--- config.mk ---
export PLATFORM = sky130hd
export DESIGN_NAME = regionPredTop
export DESIGN_NICKNAME = d
export VERILOG_FILES = /design/src/rtl/regionPredPkg.sv /design/src/rtl/predCtrl.sv /design/src/rtl/predData.sv /design/src/rtl/regionPredTop.sv
export SDC_FILE = /design/constraint.sdc
export NUM_CORES = 1
export LEC_CHECK = 0
export BUFFER_PORTS_ARGS = -buffer_cell sky130_fd_sc_hd__clkbuf_2
export CORE_MARGIN = 1.5
export CORE_UTILIZATION = 24
export CTS_CLUSTER_SIZE = 16
export DETAILED_ROUTE_END_ITERATION = 6
export HOLD_SLACK_MARGIN = 0.12
export PLACE_DENSITY = 0.45
export SLEW_MARGIN = 0
export SYNTH_ARGS = -nofsm -noshare
export SYNTH_HDL_FRONTEND = slang
export SYNTH_HIERARCHICAL = 1
export SYNTH_SLANG_ARGS = --single-unit
--- constraint.sdc ---
create_clock -name clk -period 3.8 [get_ports clk]
set_clock_uncertainty 0.2 [all_clocks]
set_input_delay 0.57 -clock clk [delete_from_list [all_inputs] [get_ports clk]]
set_output_delay 0.57 -clock clk [all_outputs]
set_load 0.05 [all_outputs]
--- src/rtl/regionPredPkg.sv ---
package regionPredPkg;

  // Log2 of the region size in bytes (1 KB regions).
  localparam int REGION_LSB = 10;

  // Strobes from the control to the datapath.
  typedef struct packed {
    logic issue;   // register a request this cycle
    logic direct;  // request goes straight to the predicted core
    logic rspWr;   // train the table from a data response
    logic fixWr;   // apply a directory correction
    logic fixKill; // correction invalidates instead of overwriting
  } predStrobe_t;

endpackage

--- src/rtl/predCtrl.sv ---
module predCtrl
  import regionPredPkg::*;
#(
  parameter int CORE_W = 4
) (
  input  logic              missValid,
  input  logic              rspValid,
  input  logic              fixValid,
  input  logic              fixKill,
  input  logic              lookHit,
  input  logic [CORE_W-1:0] lookCore,
  input  logic [CORE_W-1:0] selfId,
  output predStrobe_t       strobe
);

  always_comb begin
    strobe.issue = missValid;

    // Direct only on a region hit that names a remote core.
    strobe.direct = missValid && lookHit && (lookCore != selfId);

    strobe.rspWr = rspValid;
    strobe.fixWr = fixValid;
    strobe.fixKill = fixValid && fixKill;
  end

endmodule

--- src/rtl/predData.sv ---
module predData
  import regionPredPkg::*;
#(
  parameter int ADDR_W  = 32,
  parameter int ENTRIES = 16,
  parameter int CORE_W  = 4
) (
  input  logic                       clk,
  input  logic                       rstN,
  input  predStrobe_t                strobe,
  input  logic [CORE_W-1:0]          selfId,
  input  logic [ADDR_W-1:0]          missAddr,
  input  logic [ADDR_W-REGION_LSB-1:0] rspRegion,
  input  logic [CORE_W-1:0]          rspCore,
  input  logic [ADDR_W-REGION_LSB-1:0] fixRegion,
  input  logic [CORE_W-1:0]          fixCore,
  output logic                       lookHit,
  output logic [CORE_W-1:0]          lookCore,
  output logic                       issValid,
  output logic                       issDirect,
  output logic [CORE_W-1:0]          issCore,
  output logic [ADDR_W-1:0]          issAddr
);

  localparam int IDX_W = $clog2(ENTRIES);
  localparam int REG_W = ADDR_W - REGION_LSB;
  localparam int TAG_W = REG_W - IDX_W;

  logic              entValid [ENTRIES];
  logic [TAG_W-1:0]  entTag   [ENTRIES];
  logic [CORE_W-1:0] entCore  [ENTRIES];

  logic              nxtValid [ENTRIES];
  logic [TAG_W-1:0]  nxtTag   [ENTRIES];
  logic [CORE_W-1:0] nxtCore  [ENTRIES];

  logic [REG_W-1:0] missRegion;
  logic [IDX_W-1:0] missIdx, rspIdx, fixIdx;
  logic [TAG_W-1:0] missTag, rspTag, fixTag;

  // Split each region number into index (low bits) and tag.
  assign missRegion = missAddr[ADDR_W-1:REGION_LSB];
  assign missIdx = missRegion[IDX_W-1:0];
  assign missTag = missRegion[REG_W-1:IDX_W];
  assign rspIdx = rspRegion[IDX_W-1:0];
  assign rspTag = rspRegion[REG_W-1:IDX_W];
  assign fixIdx = fixRegion[IDX_W-1:0];
  assign fixTag = fixRegion[REG_W-1:IDX_W];

  // Next table state; the correction outranks a response.
  always_comb begin
    for (int e = 0; e < ENTRIES; e++) begin
      nxtValid[e] = entValid[e];
      nxtTag[e] = entTag[e];
      nxtCore[e] = entCore[e];

      if (strobe.fixWr && (fixIdx == IDX_W'(e))) begin
        nxtValid[e] = !strobe.fixKill;
        nxtTag[e] = fixTag;
        nxtCore[e] = fixCore;
      end else if (strobe.rspWr && (rspIdx == IDX_W'(e))) begin
        nxtValid[e] = 1'b1;
        nxtTag[e] = rspTag;
        nxtCore[e] = rspCore;
      end
    end
  end

  always_ff @(posedge clk or negedge rstN) begin
    if (!rstN) begin
      for (int e = 0; e < ENTRIES; e++) begin
        entValid[e] <= 1'b0;
        entTag[e] <= '0;
        entCore[e] <= '0;
      end
    end else begin
      for (int e = 0; e < ENTRIES; e++) begin
        entValid[e] <= nxtValid[e];
        entTag[e] <= nxtTag[e];
        entCore[e] <= nxtCore[e];
      end
    end
  end

  // The lookup reads the post-write view, so same-cycle updates win.
  assign lookHit = nxtValid[missIdx] && (nxtTag[missIdx] == missTag);
  assign lookCore = nxtCore[missIdx];

  // Registered request, one cycle after the miss.
  always_ff @(posedge clk or negedge rstN) begin
    if (!rstN) begin
      issValid <= 1'b0;
      issDirect <= 1'b0;
      issCore <= '0;
      issAddr <= '0;
    end else begin
      issValid <= strobe.issue;
      issDirect <= strobe.issue && strobe.direct;
      issCore <= (strobe.issue && strobe.direct) ? lookCore : '0;
      if (strobe.issue) issAddr <= missAddr;
    end
  end

  AST_ISSUE_NEXT_CYCLE: assert property (@(posedge clk) disable iff (!rstN)
    strobe.issue |=> issValid && (issAddr == $past(missAddr)));
  AST_NO_SPURIOUS_ISSUE: assert property (@(posedge clk) disable iff (!rstN)
    !strobe.issue |=> !issValid);
  AST_NOPRED_CORE_ZERO: assert property (@(posedge clk) disable iff (!rstN)
    (issValid && !issDirect) |-> (issCore == '0));
  AST_DIRECT_NOT_SELF: assert property (@(posedge clk) disable iff (!rstN)
    (issValid && issDirect) |-> (issCore != selfId));
  AST_KILL_CLEARS: assert property (@(posedge clk) disable iff (!rstN)
    strobe.fixKill |=> !entValid[$past(fixIdx)]);
  AST_FIX_STORES: assert property (@(posedge clk) disable iff (!rstN)
    (strobe.fixWr && !strobe.fixKill) |=>
      (entValid[$past(fixIdx)] && (entCore[$past(fixIdx)] == $past(fixCore))));
  AST_RSP_STORES: assert property (@(posedge clk) disable iff (!rstN)
    (strobe.rspWr && !(strobe.fixWr && (fixIdx == rspIdx))) |=>
      (entValid[$past(rspIdx)] && (entCore[$past(rspIdx)] == $past(rspCore))));

endmodule

--- src/rtl/regionPredTop.sv ---
module regionPredTop
  import regionPredPkg::*;
#(
  parameter int ADDR_W  = 32,
  parameter int ENTRIES = 16,
  parameter int CORES   = 16,
  localparam int CORE_W = $clog2(CORES)
) (
  input  logic                         clk,
  input  logic                         rstN,
  input  logic [CORE_W-1:0]            selfId,
  input  logic                         missValid,
  input  logic [ADDR_W-1:0]            missAddr,
  input  logic                         rspValid,
  input  logic [ADDR_W-REGION_LSB-1:0] rspRegion,
  input  logic [CORE_W-1:0]            rspCore,
  input  logic                         fixValid,
  input  logic                         fixKill,
  input  logic [ADDR_W-REGION_LSB-1:0] fixRegion,
  input  logic [CORE_W-1:0]            fixCore,
  output logic                         issValid,
  output logic                         issDirect,
  output logic [CORE_W-1:0]            issCore,
  output logic [ADDR_W-1:0]            issAddr
);

  predStrobe_t strobe;
  logic lookHit;
  logic [CORE_W-1:0] lookCore;

  predCtrl #(.CORE_W(CORE_W)) u_ctrl (
    .missValid(missValid),
    .rspValid(rspValid),
    .fixValid(fixValid),
    .fixKill(fixKill),
    .lookHit(lookHit),
    .lookCore(lookCore),
    .selfId(selfId),
    .strobe(strobe)
  );

  predData #(.ADDR_W(ADDR_W), .ENTRIES(ENTRIES), .CORE_W(CORE_W)) u_data (
    .clk(clk),
    .rstN(rstN),
    .strobe(strobe),
    .selfId(selfId),
    .missAddr(missAddr),
    .rspRegion(rspRegion),
    .rspCore(rspCore),
    .fixRegion(fixRegion),
    .fixCore(fixCore),
    .lookHit(lookHit),
    .lookCore(lookCore),
    .issValid(issValid),
    .issDirect(issDirect),
    .issCore(issCore),
    .issAddr(issAddr)
  );

endmodule

==> insert_results.sql <==
INSERT INTO impl_metrics (metric_group, metric, value, unit) VALUES
('run_status', 'run_status', 'complete, but fails checks', ''),
('run_status', 'violations', 'negative setup slack', ''),
('critical_path', 'critPathLaunchType', 'input port', ''),
('global_route', 'first_global_vias', '24809', ''),
('sta', 'maxSlewHeadroom', '33.4', '%'),
('clocking', 'cts-htree-levels', '2', ''),
('synth', 'synthesis.yosys.warnings', '6', ''),
('critical_path', 'crit_required', '4150', 'ps'),
('floorplan', 'die_area', '95200', 'um2'),
('layout', 'nFillCells', '9310', ''),
('route', 'top_layer_used', 'met5', ''),
('route', 'finalWirelength', '133', 'mm'),
('route', 'met2_wirelength', '60.2', 'mm'),
('floorplan', 'num_io_pins', '132', ''),
('layout', 'finish.cell_count_without_fillers', '4742', ''),
('synth', 'ys_top_cells_by_area', 'sky130_fd_sc_hd__dfrtp_1 45%, sky130_fd_sc_hd__nand2_1 8.5%, sky130_fd_sc_hd__a31oi_1 8.0%, sky130_fd_sc_hd__nor2_1 5.1%, sky130_fd_sc_hd__mux4_2 2.9%', ''),
('layout', 'final_net_count', '3548', ''),
('route', 'met1_length', '53.1', 'mm'),
('critical_path', 'crit_top_cell', 'sky130_fd_sc_hd__buf_6', ''),
('sta', 'rsz0062_at_grt', 'true', ''),
('global_route', 'grt_pass1_wl', '184', 'mm'),
('route', 'drt_iter0_markers', '2800', ''),
('clocking', 'worst_setup_hold_path_clk_slew', '60', 'ps'),
('synth', 'synth-async-reset-ratio', '100', '%'),
('floorplan', 'die_h', '309', 'um'),
('power_and_ir_drop', 'static_leakage', '15.4', 'nW'),
('critical_path', 'critical_path.n_buffers_inverters', '7', ''),
('clocking', 'cts_root_buffer', 'sky130_fd_sc_hd__clkbuf_16', ''),
('route', 'detailroute.wirelength.met3', '10.6', 'mm'),
('layout', 'mostFrequentLayoutCells', '742 x sky130_fd_sc_hd__buf_4, 478 x sky130_fd_sc_hd__nand2_1, 406 x sky130_fd_sc_hd__dfrtp_1, 288 x sky130_fd_sc_hd__nor2_1, 253 x sky130_fd_sc_hd__a31oi_1', ''),
('synth', 'synth_area_per_cell', '8.51', 'um2'),
('critical_path', 'critical_path.cell_chain', 'buf_6 > buf_6 > and3b_2 > buf_12 > buf_8 > buf_6 > a221o_1 > a221oi_2 > a211oi_2 > xnor2_1 > a21oi_2 > a211oi_2 > buf_4 > nand4_1 > nor4_4 > buf_4 > nand2_4 > a41oi_2 > and2_4 > and2_1', ''),
('sta', 'tightestPinTransition', '998', 'ps'),
('placed_design', 'placed_cells', '4554', ''),
('route', 'detailedRoute.firstPassIterationCount', '5', ''),
('synth', 'yosys.cell_types.count', '72', ''),
('sta', 'final_max_slew_viol_count', '0', ''),
('flow_run', 'drv.max_cap_violation_count', '0', ''),
('synth', 'sequential_fraction_of_the_synthesis_area', '45.3', '%'),
('sta', 'finalHoldViolations', '0', ''),
('layout', 'layout-drive-gt1-share', '39.6', '%'),
('critical_path', 'critical_path.slowest_cell', 'sky130_fd_sc_hd__a221o_1', ''),
('sta', 'layout_min_cycle_time', '3860', 'ps'),
('sta', 'finalHoldWorstSlack', '149', 'ps'),
('sta', 'finalSetupViolations', '5', ''),
('global_route', 'antenna_found_initial', '3', ''),
('layout', 'cell_area_after_layout', '35200', 'um2'),
('critical_path', 'largest_delay_share_family_worst_path', 'compound AO/OA/AOI/OAI gates', ''),
('synth', 'yosys.area.top_type', 'sky130_fd_sc_hd__dfrtp_1', ''),
('critical_path', 'slowest_delay', '380', 'ps'),
('route', 'avgRoutedWirePerCell', '28.1', 'um'),
('sta', 'worst_slack', '-55.8', 'ps'),
('clocking', 'clock_path_buffers', '3', ''),
('synth', 'post_synth_edffs', '0', ''),
('synth', 'syn-instance-count', '2635', ''),
('critical_path', 'worst-endpoint-arrival', '4210', 'ps'),
('floorplan', 'floorplan.initialDensity', '24.3', '%'),
('layout', 'most_common_library_cell_in_the_layout_ignoring_fill_and_taps', 'sky130_fd_sc_hd__buf_4', ''),
('critical_path', 'cp_num_cells', '20', ''),
('layout', 'layout-area-overhead-vs-synth', '57.0', '%'),
('critical_path', 'worstSetupPathType', 'in -> reg', ''),
('floorplan', 'row_count', '111', ''),
('floorplan', 'fp.dieW', '309', 'um'),
('sta', 'achievable-frequency', '0.259', 'GHz'),
('hold_path', 'min_delay_path_depth', '2', ''),
('floorplan', 'core-area', '92100', 'um2'),
('placed_design', 'place.detailed.hpwl', '97.3', 'mm'),
('global_route', 'maximum_number_of_pins_on_one_net_before_global_route_repair', '83', ''),
('route', 'final_antenna_net_count', '0', ''),
('critical_path', 'worst_setup_path_end_kind', 'flip-flop', ''),
('placed_design', 'routabilityCongestion', '0.988', '');
[power by group]
part | switching, mW | total [mW] | internal, mW
logic | 2.61 | 4.79 | 2.18
registers | 0.264 | 5.58 | 5.32
clock network | 2.15 | 5.49 | 3.34
[synth_stat cells, drive strengths merged (34+ instances only)]
cell type / instances
a21oi: 65
nand2: 508
buf: 122
nor3: 111
nor2: 304
mux2: 34
dfrtp: 406
o22ai: 44
clkbuf: 170
o21ai: 131
nand3: 55
a31oi: 286
[sequential cells by signal, indices dropped and copies added, names as in the netlist]
name              cells
u_data/entTag       288
u_data/entCore       64
u_data/issAddr       32
u_data/entValid      16
u_data/issCore        4
u_data/issDirect      1
u_data/issValid       1
[worst paths after layout]
path                                           startpoint                             end  slack (ps)
setup reg to reg              u_data/entTag[33]$_DFF_PN0_     u_data/issCore[3]$_DFF_PN0_         270
setup / recovery                             rspRegion[0]     u_data/issCore[3]$_DFF_PN0_         -60
max in group asynchronous                            rstN     u_data/entTag[93]$_DFF_PN0_        2140
hold / removal                               missAddr[27]  u_data/issAddr[27]$_DFFE_PN0P_         150
min in group asynchronous                            rstN     u_data/entTag[94]$_DFF_PN0_         320
hold reg to reg            u_data/issAddr[10]$_DFFE_PN0P_  u_data/issAddr[10]$_DFFE_PN0P_         300
[final cells by class]
type,instances,area share (%)
inverter,9,0.0960
sequential,406,28.9
multi-input combinational,1928,34.3
clock buffer,71,4.33
clock inverter,25,0.967
antenna,3,0.0213
timing repair buffer,1057,27.0
tap,1243,4.42
[metrics by stage]
| step | utilization (%) | worst slack (ps) | power, mW |
|---|---|---|---|
| floorplan | - | 49.3 | 7.73 |
| global placement | 33.6 | -1260 | 9.90 |
| detailed placement | 33.6 | -1240 | 9.92 |
| CTS | 37.0 | 1.19 | 15.7 |
| global route | 38.2 | -166 | 16.5 |
| finish | 38.2 | -55.8 | 15.9 |
[metal layers]
| layer | vias to the layer above | global-route usage, % |
|---|---|---|
| li1 | 11199 | - |
| met1 | 12866 | 34.7 |
| met2 | 1427 | 43.1 |
| met3 | 394 | 3.49 |
| met4 | 2 | 15.6 |
| met5 | - | 0 |
[kinds of logic after synthesis]
kind of cell / after synthesis / share of synthesized area, %
buffers and inverters: 301 / 5.64
flip-flops: 406 / 45.3
AND/OR/NAND/NOR: 1072 / 20.4
XOR/XNOR: 28 / 1.09
AO/OA/AOI/OAI: 738 / 21.7
multiplexers: 90 / 5.83
[worst register-to-register path, stage by stage (launching register included)]
cell and delay [ps]:
sky130_fd_sc_hd__dfrtp_1 360, sky130_fd_sc_hd__o21ai_1 90, sky130_fd_sc_hd__a31oi_1 100, sky130_fd_sc_hd__buf_4 150, sky130_fd_sc_hd__o22a_1 260, sky130_fd_sc_hd__o211ai_1 120
sky130_fd_sc_hd__o21a_2 210, sky130_fd_sc_hd__o32ai_2 100, sky130_fd_sc_hd__or4b_4 530, sky130_fd_sc_hd__a221o_1 410, sky130_fd_sc_hd__nor4_4 230, sky130_fd_sc_hd__buf_4 190
sky130_fd_sc_hd__nand2_4 50, sky130_fd_sc_hd__a41oi_2 170, sky130_fd_sc_hd__and2_4 180, sky130_fd_sc_hd__and2_1 130
[timing repair]
item                                   4_1_cts  5_1_grt
gates cloned                                 1        7
setup buffers                               31       32
hold buffers                                21        0
pin swaps                                   50       59
endpoints found under the hold margin       79        0
gates resized for setup                    166      144
setup endpoints to repair                    5        5
No activity file was read; power rests on OpenSTA's default activity.
